File: config.mk
export PLATFORM = sky130hd
export DESIGN_NAME = sparse_token_readout
export DESIGN_NICKNAME = d
export VERILOG_FILES = /design/src/rtl/sparse_token_pkg.sv /design/src/rtl/str_mark_datapath.sv /design/src/rtl/str_token_ctrl.sv /design/src/rtl/sparse_token_readout.sv
export SDC_FILE = /design/constraint.sdc
export NUM_CORES = 1
export LEC_CHECK = 0
export BUFFER_PORTS_ARGS = -buffer_cell sky130_fd_sc_hd__buf_4
export CORE_UTILIZATION = 50
export DETAILED_ROUTE_END_ITERATION = 10
export HOLD_SLACK_MARGIN = 0.05
export PLACE_DENSITY = 0.72
export SKIP_LAST_GASP = 1
export SYNTH_ARGS = -nofsm -noshare
export SYNTH_HDL_FRONTEND = slang
export SYNTH_SLANG_ARGS = --single-unit
File: constraint.sdc
create_clock -name clk -period 5.2 [get_ports clk]
set_clock_uncertainty 0.15 [all_clocks]
set_input_delay 1.04 -clock clk [delete_from_list [all_inputs] [get_ports clk]]
set_output_delay 1.04 -clock clk [all_outputs]
set_load 0.02 [all_outputs]
File: src/rtl/sparse_token_pkg.sv
package sparse_token_pkg;

  // Strobes from the control FSM to the mark datapath
  typedef struct packed {
    logic clearMarks;
    logic captureHits;
    logic loadPending;
    logic advance;
  } rdStrobes_t;

  typedef enum logic [1:0] {
    ST_IDLE = 2'd0,
    ST_SCAN = 2'd1,
    ST_PASS = 2'd2,
    ST_DONE = 2'd3
  } rdState_t;

endpackage

File: src/rtl/str_mark_datapath.sv
module str_mark_datapath
  import sparse_token_pkg::*;
#(
  parameter int NUM_CH = 64,
  parameter int ADDR_W = $clog2(NUM_CH),
  parameter int LINK_A = 7,
  parameter int LINK_B = 56
) (
  input  logic              clk,
  input  logic              rstN,
  input  rdStrobes_t        strobes,
  input  logic [NUM_CH-1:0] peakHit,
  input  logic [NUM_CH-1:0] chanMask,
  input  logic              neighEn,
  input  logic              bridgeEn,
  input  logic              nbrLoIn,
  input  logic              nbrHiIn,
  output logic              markEmpty,
  output logic              pendingLast,
  output logic [ADDR_W-1:0] visitIdx,
  output logic              flagOut,
  output logic              ch0Hit,
  output logic              chTopHit
);

  localparam int TOP = NUM_CH - 1;
  localparam logic [NUM_CH-1:0] ONE = NUM_CH'(1);

  logic [NUM_CH-1:0] hitReg;
  logic [NUM_CH-1:0] markVec;
  logic [NUM_CH-1:0] pending;
  logic [NUM_CH-1:0] lowOne;
  logic              extLoReg;
  logic              extHiReg;

  // Direct hits and boundary requests, captured only in acquisition
  always_ff @(posedge clk or negedge rstN) begin
    if (!rstN) begin
      hitReg   <= '0;
      extLoReg <= 1'b0;
      extHiReg <= 1'b0;
    end else if (strobes.clearMarks) begin
      hitReg   <= '0;
      extLoReg <= 1'b0;
      extHiReg <= 1'b0;
    end else if (strobes.captureHits) begin
      hitReg   <= hitReg | (peakHit & ~chanMask);
      extLoReg <= extLoReg | nbrLoIn;
      extHiReg <= extHiReg | nbrHiIn;
    end
  end

  // Mark vector: direct hits plus one level of neighbors, masked
  for (genvar c = 0; c < NUM_CH; c++) begin : g_mark
    logic leftSrc;
    logic rightSrc;
    logic linkSrc;

    if (c == 0) begin : g_lo
      assign leftSrc = extLoReg;
    end else begin : g_lo
      assign leftSrc = hitReg[c-1];
    end

    if (c == TOP) begin : g_hi
      assign rightSrc = extHiReg;
    end else begin : g_hi
      assign rightSrc = hitReg[c+1];
    end

    if (c == LINK_A) begin : g_link
      assign linkSrc = bridgeEn & hitReg[LINK_B];
    end else if (c == LINK_B) begin : g_link
      assign linkSrc = bridgeEn & hitReg[LINK_A];
    end else begin : g_link
      assign linkSrc = 1'b0;
    end

    assign markVec[c] = ~chanMask[c] &
                        (hitReg[c] | (neighEn & (leftSrc | rightSrc | linkSrc)));
  end

  // Pending list walked by the token
  assign lowOne = pending & (~pending + ONE);

  always_ff @(posedge clk or negedge rstN) begin
    if (!rstN) begin
      pending <= '0;
    end else if (strobes.loadPending) begin
      pending <= markVec;
    end else if (strobes.advance) begin
      pending <= pending & ~lowOne;
    end
  end

  always_comb begin
    visitIdx = '0;
    for (int i = 0; i < NUM_CH; i++) begin
      if (lowOne[i]) visitIdx = visitIdx | ADDR_W'(i);
    end
  end

  assign markEmpty   = (markVec == '0);
  assign pendingLast = (pending != '0) && ((pending & (pending - ONE)) == '0);
  assign flagOut     = |hitReg;
  assign ch0Hit      = hitReg[0];
  assign chTopHit    = hitReg[TOP];

  // a clear leaves no hit and no flag behind
  a_r2_clear_empties: assert property (@(posedge clk) disable iff (!rstN)
    strobes.clearMarks |=> (hitReg == '0) && !flagOut);

  // the flag holds until a clear
  a_r3_flag_sticky: assert property (@(posedge clk) disable iff (!rstN)
    (flagOut && !strobes.clearMarks) |=> flagOut);

  // each step retires exactly one pending channel
  a_r4_single_step: assert property (@(posedge clk) disable iff (!rstN)
    (strobes.advance && pending != '0 && !strobes.loadPending)
      |=> $countones(pending) == $countones($past(pending)) - 1);

  // a masked channel never enters the pending list
  a_r9_masked_pending: assert property (@(posedge clk) disable iff (!rstN)
    strobes.loadPending |=> (pending & $past(chanMask)) == '0);

endmodule

File: src/rtl/str_token_ctrl.sv
module str_token_ctrl
  import sparse_token_pkg::*;
(
  input  logic       clk,
  input  logic       rstN,
  input  logic       acqEnable,
  input  logic       cfgEnable,
  input  logic       tokIn,
  input  logic       markEmpty,
  input  logic       pendingLast,
  output rdStrobes_t strobes,
  output logic       acqMode,
  output logic       addrOe,
  output logic       tokOut
);

  rdState_t state;
  rdState_t stateNext;
  logic     rdMode;
  logic     tokRise;
  logic     tokTail;

  assign acqMode = acqEnable & ~cfgEnable;
  assign rdMode  = ~acqEnable & ~cfgEnable;

  always_comb begin
    stateNext           = state;
    strobes.clearMarks  = cfgEnable;
    strobes.captureHits = acqMode;
    strobes.loadPending = 1'b0;
    strobes.advance     = 1'b0;
    unique case (state)
      ST_IDLE: begin
        if (rdMode && tokIn) begin
          strobes.loadPending = 1'b1;
          stateNext = markEmpty ? ST_PASS : ST_SCAN;
        end
      end
      ST_SCAN: begin
        if (!rdMode) begin
          stateNext = ST_IDLE;
        end else begin
          strobes.advance = 1'b1;
          if (pendingLast) stateNext = ST_PASS;
        end
      end
      ST_PASS: stateNext = rdMode ? ST_DONE : ST_IDLE;
      ST_DONE: if (!rdMode) stateNext = ST_IDLE;
      default: stateNext = ST_IDLE;
    endcase
  end

  always_ff @(posedge clk or negedge rstN) begin
    if (!rstN) state <= ST_IDLE;
    else       state <= stateNext;
  end

  // Token out: one full period from the rising edge plus half a period
  // extended by a falling-edge copy
  assign tokRise = (state == ST_PASS);

  always_ff @(negedge clk or negedge rstN) begin
    if (!rstN) tokTail <= 1'b0;
    else       tokTail <= tokRise;
  end

  assign tokOut = tokRise | tokTail;
  assign addrOe = (state == ST_SCAN);

  // the token leaves on the edge after the last visited channel
  a_r5_token_after_last: assert property (@(posedge clk) disable iff (!rstN)
    (state == ST_SCAN && rdMode && pendingLast) |=> tokRise);

  // an empty chip passes the token on the sampling edge
  a_r5_empty_pass: assert property (@(posedge clk) disable iff (!rstN)
    (state == ST_IDLE && rdMode && tokIn && markEmpty) |=> tokRise && !addrOe);

  // a loaded non-empty list drives the address bus next cycle
  a_r4_load_drives: assert property (@(posedge clk) disable iff (!rstN)
    (state == ST_IDLE && rdMode && tokIn && !markEmpty) |=> addrOe);

  // a token pulse is not followed by a second one in the same readout
  a_r5_single_pass: assert property (@(posedge clk) disable iff (!rstN)
    (tokRise && rdMode) |=> !tokRise);

endmodule

File: src/rtl/sparse_token_readout.sv
module sparse_token_readout
  import sparse_token_pkg::*;
#(
  parameter int NUM_CH = 64,
  parameter int ADDR_W = $clog2(NUM_CH),
  parameter int LINK_A = 7,
  parameter int LINK_B = 56
) (
  input  logic              clk,
  input  logic              rstN,
  input  logic              acqEnable,
  input  logic              cfgEnable,
  input  logic [NUM_CH-1:0] peakHit,
  input  logic [NUM_CH-1:0] chanMask,
  input  logic              neighEn,
  input  logic              bridgeEn,
  input  logic              nbrLoIn,
  output logic              nbrLoOut,
  output logic              nbrLoOe,
  input  logic              nbrHiIn,
  output logic              nbrHiOut,
  output logic              nbrHiOe,
  input  logic              tokIn,
  output logic              tokOut,
  output logic [ADDR_W-1:0] addrOut,
  output logic              addrOe,
  output logic              flagOut
);

  rdStrobes_t        strobes;
  logic              markEmpty;
  logic              pendingLast;
  logic [ADDR_W-1:0] visitIdx;
  logic              acqMode;
  logic              ch0Hit;
  logic              chTopHit;

  str_token_ctrl u_ctrl (
    .clk        (clk),
    .rstN       (rstN),
    .acqEnable  (acqEnable),
    .cfgEnable  (cfgEnable),
    .tokIn      (tokIn),
    .markEmpty  (markEmpty),
    .pendingLast(pendingLast),
    .strobes    (strobes),
    .acqMode    (acqMode),
    .addrOe     (addrOe),
    .tokOut     (tokOut)
  );

  str_mark_datapath #(
    .NUM_CH(NUM_CH),
    .ADDR_W(ADDR_W),
    .LINK_A(LINK_A),
    .LINK_B(LINK_B)
  ) u_data (
    .clk        (clk),
    .rstN       (rstN),
    .strobes    (strobes),
    .peakHit    (peakHit),
    .chanMask   (chanMask),
    .neighEn    (neighEn),
    .bridgeEn   (bridgeEn),
    .nbrLoIn    (nbrLoIn),
    .nbrHiIn    (nbrHiIn),
    .markEmpty  (markEmpty),
    .pendingLast(pendingLast),
    .visitIdx   (visitIdx),
    .flagOut    (flagOut),
    .ch0Hit     (ch0Hit),
    .chTopHit   (chTopHit)
  );

  assign addrOut  = addrOe ? visitIdx : '0;
  assign nbrLoOut = ch0Hit;
  assign nbrHiOut = chTopHit;
  assign nbrLoOe  = neighEn & acqMode & ch0Hit;
  assign nbrHiOe  = neighEn & acqMode & chTopHit;

  // boundary lines are driven only in acquisition with neighbors on
  a_r7_boundary_drive: assert property (@(posedge clk) disable iff (!rstN)
    (nbrLoOe || nbrHiOe) |-> (acqEnable && !cfgEnable && neighEn));

  // address bus stays quiet while the chip lacks the token
  a_r4_addr_quiet: assert property (@(posedge clk) disable iff (!rstN)
    !addrOe |-> (addrOut == '0));

endmodule

# After elaboration in Yosys (flattened, before gate mapping)
# Cells that the tools add are included.
# word_totals
regBits	133
inputBits	137
elab_cells	460
# op_classes
add_sub_neg	2
eq_ne	6
muxes	94
bitwise_logic	342
n_reduce_logical	10
# op_table
op	count
$mux 64	6
$and 64x64->64	4
$mux 6	33
$not 64->64	3
$and 1x1->1	135
$or 1x1->1	133
$logic_not 64->1	2
$mux 5	16
$not 1->1	66
$add 64x1->64 const B	1
$or 64x64->64	1
$reduce_bool 64->1	1
$reduce_or 64->1	1
$sub 64x1->64 const B	1
$mux 4	8
$mux 2	13
$mux 1	13
$mux 3	4
$pmux 2 s4	1
$eq 2x2->1 const B	2
$reduce_bool 2->1	2
$ne 3x3->1 const B	1
$reduce_and 3->1	1
$eq 2x1->1 const B	1
other kinds (4)	5

# Longest topological paths before layout
# Gate-level depths: netlist of run 1.
# depth
ltp_word	67
ltp_mapped	12

# Cells and area by module
# From an unflattened synthesis of run 1, not the netlist that was laid out.
# hier_totals
cells_unflattened	1104
area_unflattened_um2	8496.9
# modules_own_cells
mod	instances	cells_each	area_per_inst_um2	seq_area_each_um2
str_mark_datapath	1	1077	8264.2	3253.1
str_token_ctrl	1	19	182.7	75.1
sparse_token_readout	1	8	50.0	0.0

==> results of run 1 <==
sequential cells by signal (all words and copies together) (netlist names):
signal,count
u_data.extHiReg,1
u_ctrl.tokTail,1
u_data.extLoReg,1
u_ctrl.state,2
u_data.pending,64
u_data.hitReg,64
synthesized netlist by cell type, drive strengths merged (8+ instances only):
cell / number / area [um2]
clkbuf: 52 / 229
a31oi: 14 / 87.6
or3: 15 / 103
nand3: 14 / 70.1
a21oi: 148 / 741
a22o: 55 / 483
o21ai: 146 / 731
dfrtp: 132 / 3300
o31ai: 9 / 67.6
nor2: 67 / 251
nand2: 55 / 206
or4: 14 / 115
nand3b: 59 / 443
nor4: 55 / 372
buf: 9 / 51.3
o2111ai: 8 / 70.1
nand4: 21 / 138
nor3: 36 / 191
inv: 90 / 338
routing by layer:
layer | vias to the layer above | part of all wire
li1 | 4297 | -
met1 | 4714 | 0.39
met2 | 818 | 0.46
met3 | 135 | 0.11
met4 | 0 | 0.050
met5 | - | 0
cell families after synthesis:
kind of cell | after synthesis | share of synthesized area
flops | 133 | 0.385
simple gates | 364 | 0.241
buf+inv | 153 | 0.0739
compound gates | 426 | 0.297
fa+ha+maj | 3 | 0.00347
power breakdown:
part | switching [mW] | internal (mW) | total (mW)
clock | 0.535 | 0.699 | 1.23
sequential | 0.140 | 1.11 | 1.25
combinational | 0.777 | 0.428 | 1.21
total | 1.45 | 2.24 | 3.69
final timing paths:
kind                                                 from                              to  slack, ns  cells past startpoint
min in group clk              u_data.extHiReg$_DFFE_PN0P_     u_data.extHiReg$_DFFE_PN0P_       0.36                      2
max in group asynchronous                            rstN        u_ctrl.tokTail$_DFF_NN0_       2.02                      1
hold reg to reg               u_data.extHiReg$_DFFE_PN0P_     u_data.extHiReg$_DFFE_PN0P_       0.36                      2
setup reg to reg           u_data.pending[22]$_DFFE_PN0P_     u_ctrl.state[1]$_DFFE_PN0P_       1.12                     10
setup / recovery           u_data.pending[50]$_DFFE_PN0P_                      addrOut[5]       0.16                     10
hold / removal                                       rstN  u_data.pending[36]$_DFFE_PN0P_       0.22                      1
critical path, delay by kind of cell (launching register included):
kind | cells | cell delay [ns]
DFF | 1 | 0.45
buffers and inverters | 1 | 0.14
AOI/OAI and AO/OA | 4 | 0.57
and+or+nand+nor | 5 | 2.25
cell type report:
cell class,instances,area [um2]
Fill cell,1486,6270
Clock buffer,19,453
Sequential cell,133,3330
Timing Repair Buffer,167,1260
Tap cell,220,275
Inverter,90,338
Multi-Input combinational cell,793,4700
Clock inverter,13,139
stage by stage:
stage                util  power (mW)
finish              0.626        3.69
detailed placement  0.590        2.41
floorplan               -        1.94
CTS                 0.625        3.62
global route        0.626        3.81
global placement    0.590        2.42
cell usage in the layout, fill, tap and decap left out, drive strengths merged, types with 3 or more instances in the layout:
cell type / n
buf: 167
clkbuf: 19
o21ai: 146
or2: 7
a31oi: 14
o2111ai: 8
and3: 6
nand2b: 3
dfrtp: 132
a22o: 55
o21bai: 3
a221o: 3
o31ai: 9
clkinv: 3
nor2: 67
inv: 96
nand2: 55
o221ai: 3
nor4: 55
nand3: 14
maj3: 3
a2111oi: 3
o21a: 6
a21oi: 148
or3: 15
and2: 4
or4: 14
nand4: 21
nand3b: 59
a221oi: 5
nor3: 36
clkinvlp: 3
o41ai: 7
==> results_dict.tcl, run 1 <==
set metrics [dict create \
    synth-seq-area-share 0.385 \
    die_h_um 134 \
    rsz0062_at_grt "false" \
    cts_resized 0 \
    endpoint_kind "output port" \
    synth-warning-count 0 \
    drt_iter0_markers 1282 \
    synth_area_mm2 0.00865 \
    remaining_drc_errors 0 \
    synth-edff-count 0 \
    routed_via_density 6.94 \
    maxSlewHeadroom 0.370 \
    layout_min_cycle_time_ns 5.04 \
    layout-drive-gt1-share 0.189 \
    crit_top_cell "or4_4" \
    report.final.slew_viol_count 0 \
    track_usage 0.424 \
    top_usage_layer "met2" \
    ys_types 68 \
    avgRoutedWirePerCell_um 25.7 \
    hold_viol 0 \
    setup_slack_ns 0.164 \
    placedCellCount 1403 \
    stdcell_count 1435 \
    drt_wl_total_um 36900 \
    grt_pass1_wl_um 56400 \
    postLayoutCellArea_mm2 0.0105 \
    initial_core_util 0.516 \
    crit_required_ns 4.01 \
    slowest_delay_ns 0.63 \
    worstPathCellList "or4_4 > or4_1 > or4_4 > nor4_4 > a22oi_1 > o211ai_1 > a211oi_1 > nand4_1 > o21a_1 > buf_4" \
    final_antenna_net_count 0 \
    met2_usage 0.667 \
    cap_violations 0 \
    num_antenna_cells 0 \
    core_area_mm2 0.0168 \
    synth_seq_cells 133 \
    peakVddDrop_mv 0.251 \
    cts_hold_buf 0 \
    grt_use_met1 0.563 \
    finalSetupViolations 0 \
    grt_overflow_total 0 \
    cp_slowest_cell "or4_1" \
    syn_inst 1079 \
    worstSetupPathType "flip-flop to output port" \
    grt_max_degree 71 \
    first_pass_iters 8 \
    place_congestion 1.02 \
    placed_area_mm2 0.00988 \
    cts_buffers 17 \
    cts_buffer_depth 2 \
    hold_class "primary input to async pin" \
    fp.dieW_um 134 \
    post-route-period-util 0.968 \
    cts_tree "yes" \
    worstSetupStartpointType "flip-flop" \
    async_reset_ff_frac 1.00 \
    rows 47 \
    dr_total_vias 9964 \
    dpl_worst_slack_ns 0.658 \
    antenna_found_initial 0 \
    ctsRootBufferMaster "clkbuf_16" \
    path_max_fanout 6 \
    grt_pass1_vias 9313 \
    status "finished clean" \
    synth_top_flop_cell "dfrtp_1" \
    final_nets 1339 \
    max_freq_ghz 0.199 \
    leakage_nw 4.57 \
    synthesis.nets 1216 \
    finalHoldWorstSlack_ns 0.222 \
    power_density_mw_per_mm2 352 \
    io-pin-count 150 \
    path_clk_slew_ns 0.07 \
    port_buffers 149 \
    dp_hpwl_um 27900 \
    avgSynthCellArea_um2 8.02 \
    insertion_delay_ns 0.44 \
    fin_setup_tns_ns 0 \
    cts_setup_buffers 0 \
    grt_use_met3 0.0860 \
    syn_to_final_growth_pct 21.3 \
    die-area_mm2 0.0178 \
    clock_sinks 133 \
    htreeDepth 4 \
    tightestPinTransition_ns 0.945 \
    cp_data_arrival_time_ns 3.85 \
]
No activity file was read; power rests on OpenSTA's default activity.
==> run 2, diff against run 1 <==
SETUP_SLACK_MARGIN = 0.4   (was default)
==> run 2 against run 1 <==
Compared with the run above: die area is the same; final cell count grew 0.21%; largest power group is now combinational cells; sequential share of layout area shrank 0.36 points; register-to-register slack lost 0.21 ns; final area grew 1.3%; count of clock-buffer cells in the layout is the same; critical endpoint is now tokOut; utilization grew 0.80 points; setup slack gained 0.16 ns; highest routed layer unchanged; sequential cell count is the same; critical path depth shrank 8; largest cell class unchanged.
==> results_dict.tcl, run 2 (same netlist as run 1, synthesis figures left out) <==
set metrics [dict create \
    cap_violations 0 \
    endpoint_kind "output port" \
    r2r_start "u_data.pending[18]$_DFFE_PN0P_" \
    setup_slack_ns 0.325 \
    crit_required_ns 4.01 \
    remaining_drc_errors 0 \
    clock_sinks 133 \
    syn_to_final_growth_pct 22.8 \
    report.final.slew_viol_count 0 \
    leakage_nw 4.60 \
    top_regs "u_data.hitReg x64, u_data.pending x64, u_ctrl.state x2" \
    dp_hpwl_um 27900 \
    cts_buffers 17 \
    status "finished clean" \
    fin_setup_tns_ns 0 \
    worstReg2RegEnd "u_ctrl.state[1]$_DFFE_PN0P_" \
    final_nets 1342 \
    rsz0062_at_grt "true" \
    path_max_fanout 1 \
    grt_pass1_wl_um 56400 \
    path_clk_slew_ns 0.06 \
    first_pass_iters 9 \
    avgRoutedWirePerCell_um 25.9 \
    io-pin-count 150 \
    port_buffers 149 \
    drt_wl_total_um 37200 \
    cp-endpoint "tokOut" \
    r2r_cells 8 \
    comb_power_share 0.336 \
    critPathTopFamily "flip-flops" \
    cp_slowest_cell "dfrtn_1" \
    final_antenna_net_count 0 \
    startpoint "u_ctrl.tokTail$_DFF_NN0_" \
    track_usage 0.426 \
    grt_pass1_vias 9317 \
    hold_class "primary input to async pin" \
    rows 47 \
    mostFrequentLayoutCells "buf_4, a21oi_1, o21ai_0" \
    power_mw 3.76 \
    htreeDepth 4 \
    dr_total_vias 9965 \
    hold_viol 0 \
    final_common_cell "buf_4" \
    switching_share 0.397 \
    placedCellCount 1403 \
    cts_hold_buf 0 \
    stdcell_count 1438 \
    core_area_mm2 0.0168 \
    insertion_delay_ns 0.44 \
    finalSetupViolations 0 \
    worstSetupPathType "flip-flop to output port" \
    power_density_mw_per_mm2 354 \
    cp.depth 2 \
    cp_data_arrival_time_ns 3.68 \
    critPathBufInv 1 \
    seqPwrFrac 0.333 \
    drt_iter0_markers 1371 \
    maxSlewHeadroom 0.352 \
    die-area_mm2 0.0178 \
    num_antenna_cells 0 \
    dpl_worst_slack_ns 0.658 \
    p_int_mw 2.27 \
    tightestPinTransition_ns 0.962 \
    ctsRootBufferMaster "clkbuf_16" \
    antenna_found_initial 0 \
    worstSetupStartpointType "flip-flop" \
    worstPathCellList "or2_4 > buf_6" \
    die_h_um 134 \
    layout-drive-gt1-share 0.207 \
    slowest_delay_ns 0.32 \
    initial_core_util 0.516 \
    routed_via_density 6.93 \
    p_clk_frac 0.331 \
    cts_tree "yes" \
    fp.dieW_um 134 \
    grt_max_degree 71 \
    peakVddDrop_mv 0.253 \
    cts_buffer_depth 2 \
    grt_overflow_total 0 \
    place_congestion 1.02 \
    p_sw_mw 1.49 \
    rrSetupSlack_ns 0.91 \
]
## run 2: per-stage QoR
step           cell area (um2)  hold WS, ns   util
6_report                 10600        0.223  0.634
5_1_grt                  10600        0.226  0.634
4_1_cts                  10500        0.232  0.629
3_5_place_dp              9880        0.335  0.590
3_3_place_gp              9880        0.324  0.590
2_1_floorplan             8650        0.307      -
## run 2: per-layer routing
| metal | GRT usage | part of all wire | up-vias |
|---|---|---|---|
| met2 | 0.676 | 0.46 | 780 |
| li1 | - | - | 4297 |
| met4 | 0.181 | 0.046 | 0 |
| met3 | 0.0814 | 0.12 | 120 |
| met1 | 0.568 | 0.38 | 4768 |
| met5 | 0 | 0 | - |
## run 2: power by group through the flow
stage               Sequential (mW)  Clock [mW]  Combinational (mW)
finish                         1.25        1.24                1.26
global route                   1.26        1.27                1.34
CTS                            1.24        1.23                1.18
detailed placement             1.26           0                1.15
global placement               1.26           0                1.16
floorplan                      1.19           0               0.742
## run 2: layout make-up
| cell class | instances | area, um2 |
|---|---|---|
| flip-flops and latches | 133 | 3330 |
| clock inverters | 13 | 139 |
| inverters | 90 | 338 |
| multi-input cells | 793 | 4800 |
| fillers | 1479 | 6130 |
| repair buffers | 170 | 1280 |
| clock buffers | 19 | 453 |
| well taps | 220 | 275 |
## run 2: worst min-delay path by stage
stage | to | cells after the start
floorplan | u_data.extHiReg$_DFFE_PN0P_ | 2
global placement | u_data.extLoReg$_DFFE_PN0P_ | 2
detailed placement | u_data.extLoReg$_DFFE_PN0P_ | 2
CTS | u_data.pending[36]$_DFFE_PN0P_ | 1
global route | u_data.pending[36]$_DFFE_PN0P_ | 1
finish | u_data.pending[36]$_DFFE_PN0P_ | 1
## run 2: repair_timing
action | in CTS | in global routing
pin swaps | 3 | 3
endpoints found under the setup margin | 7 | 7
buffers inserted | 1 | 2
gates resized for setup | 12 | 16
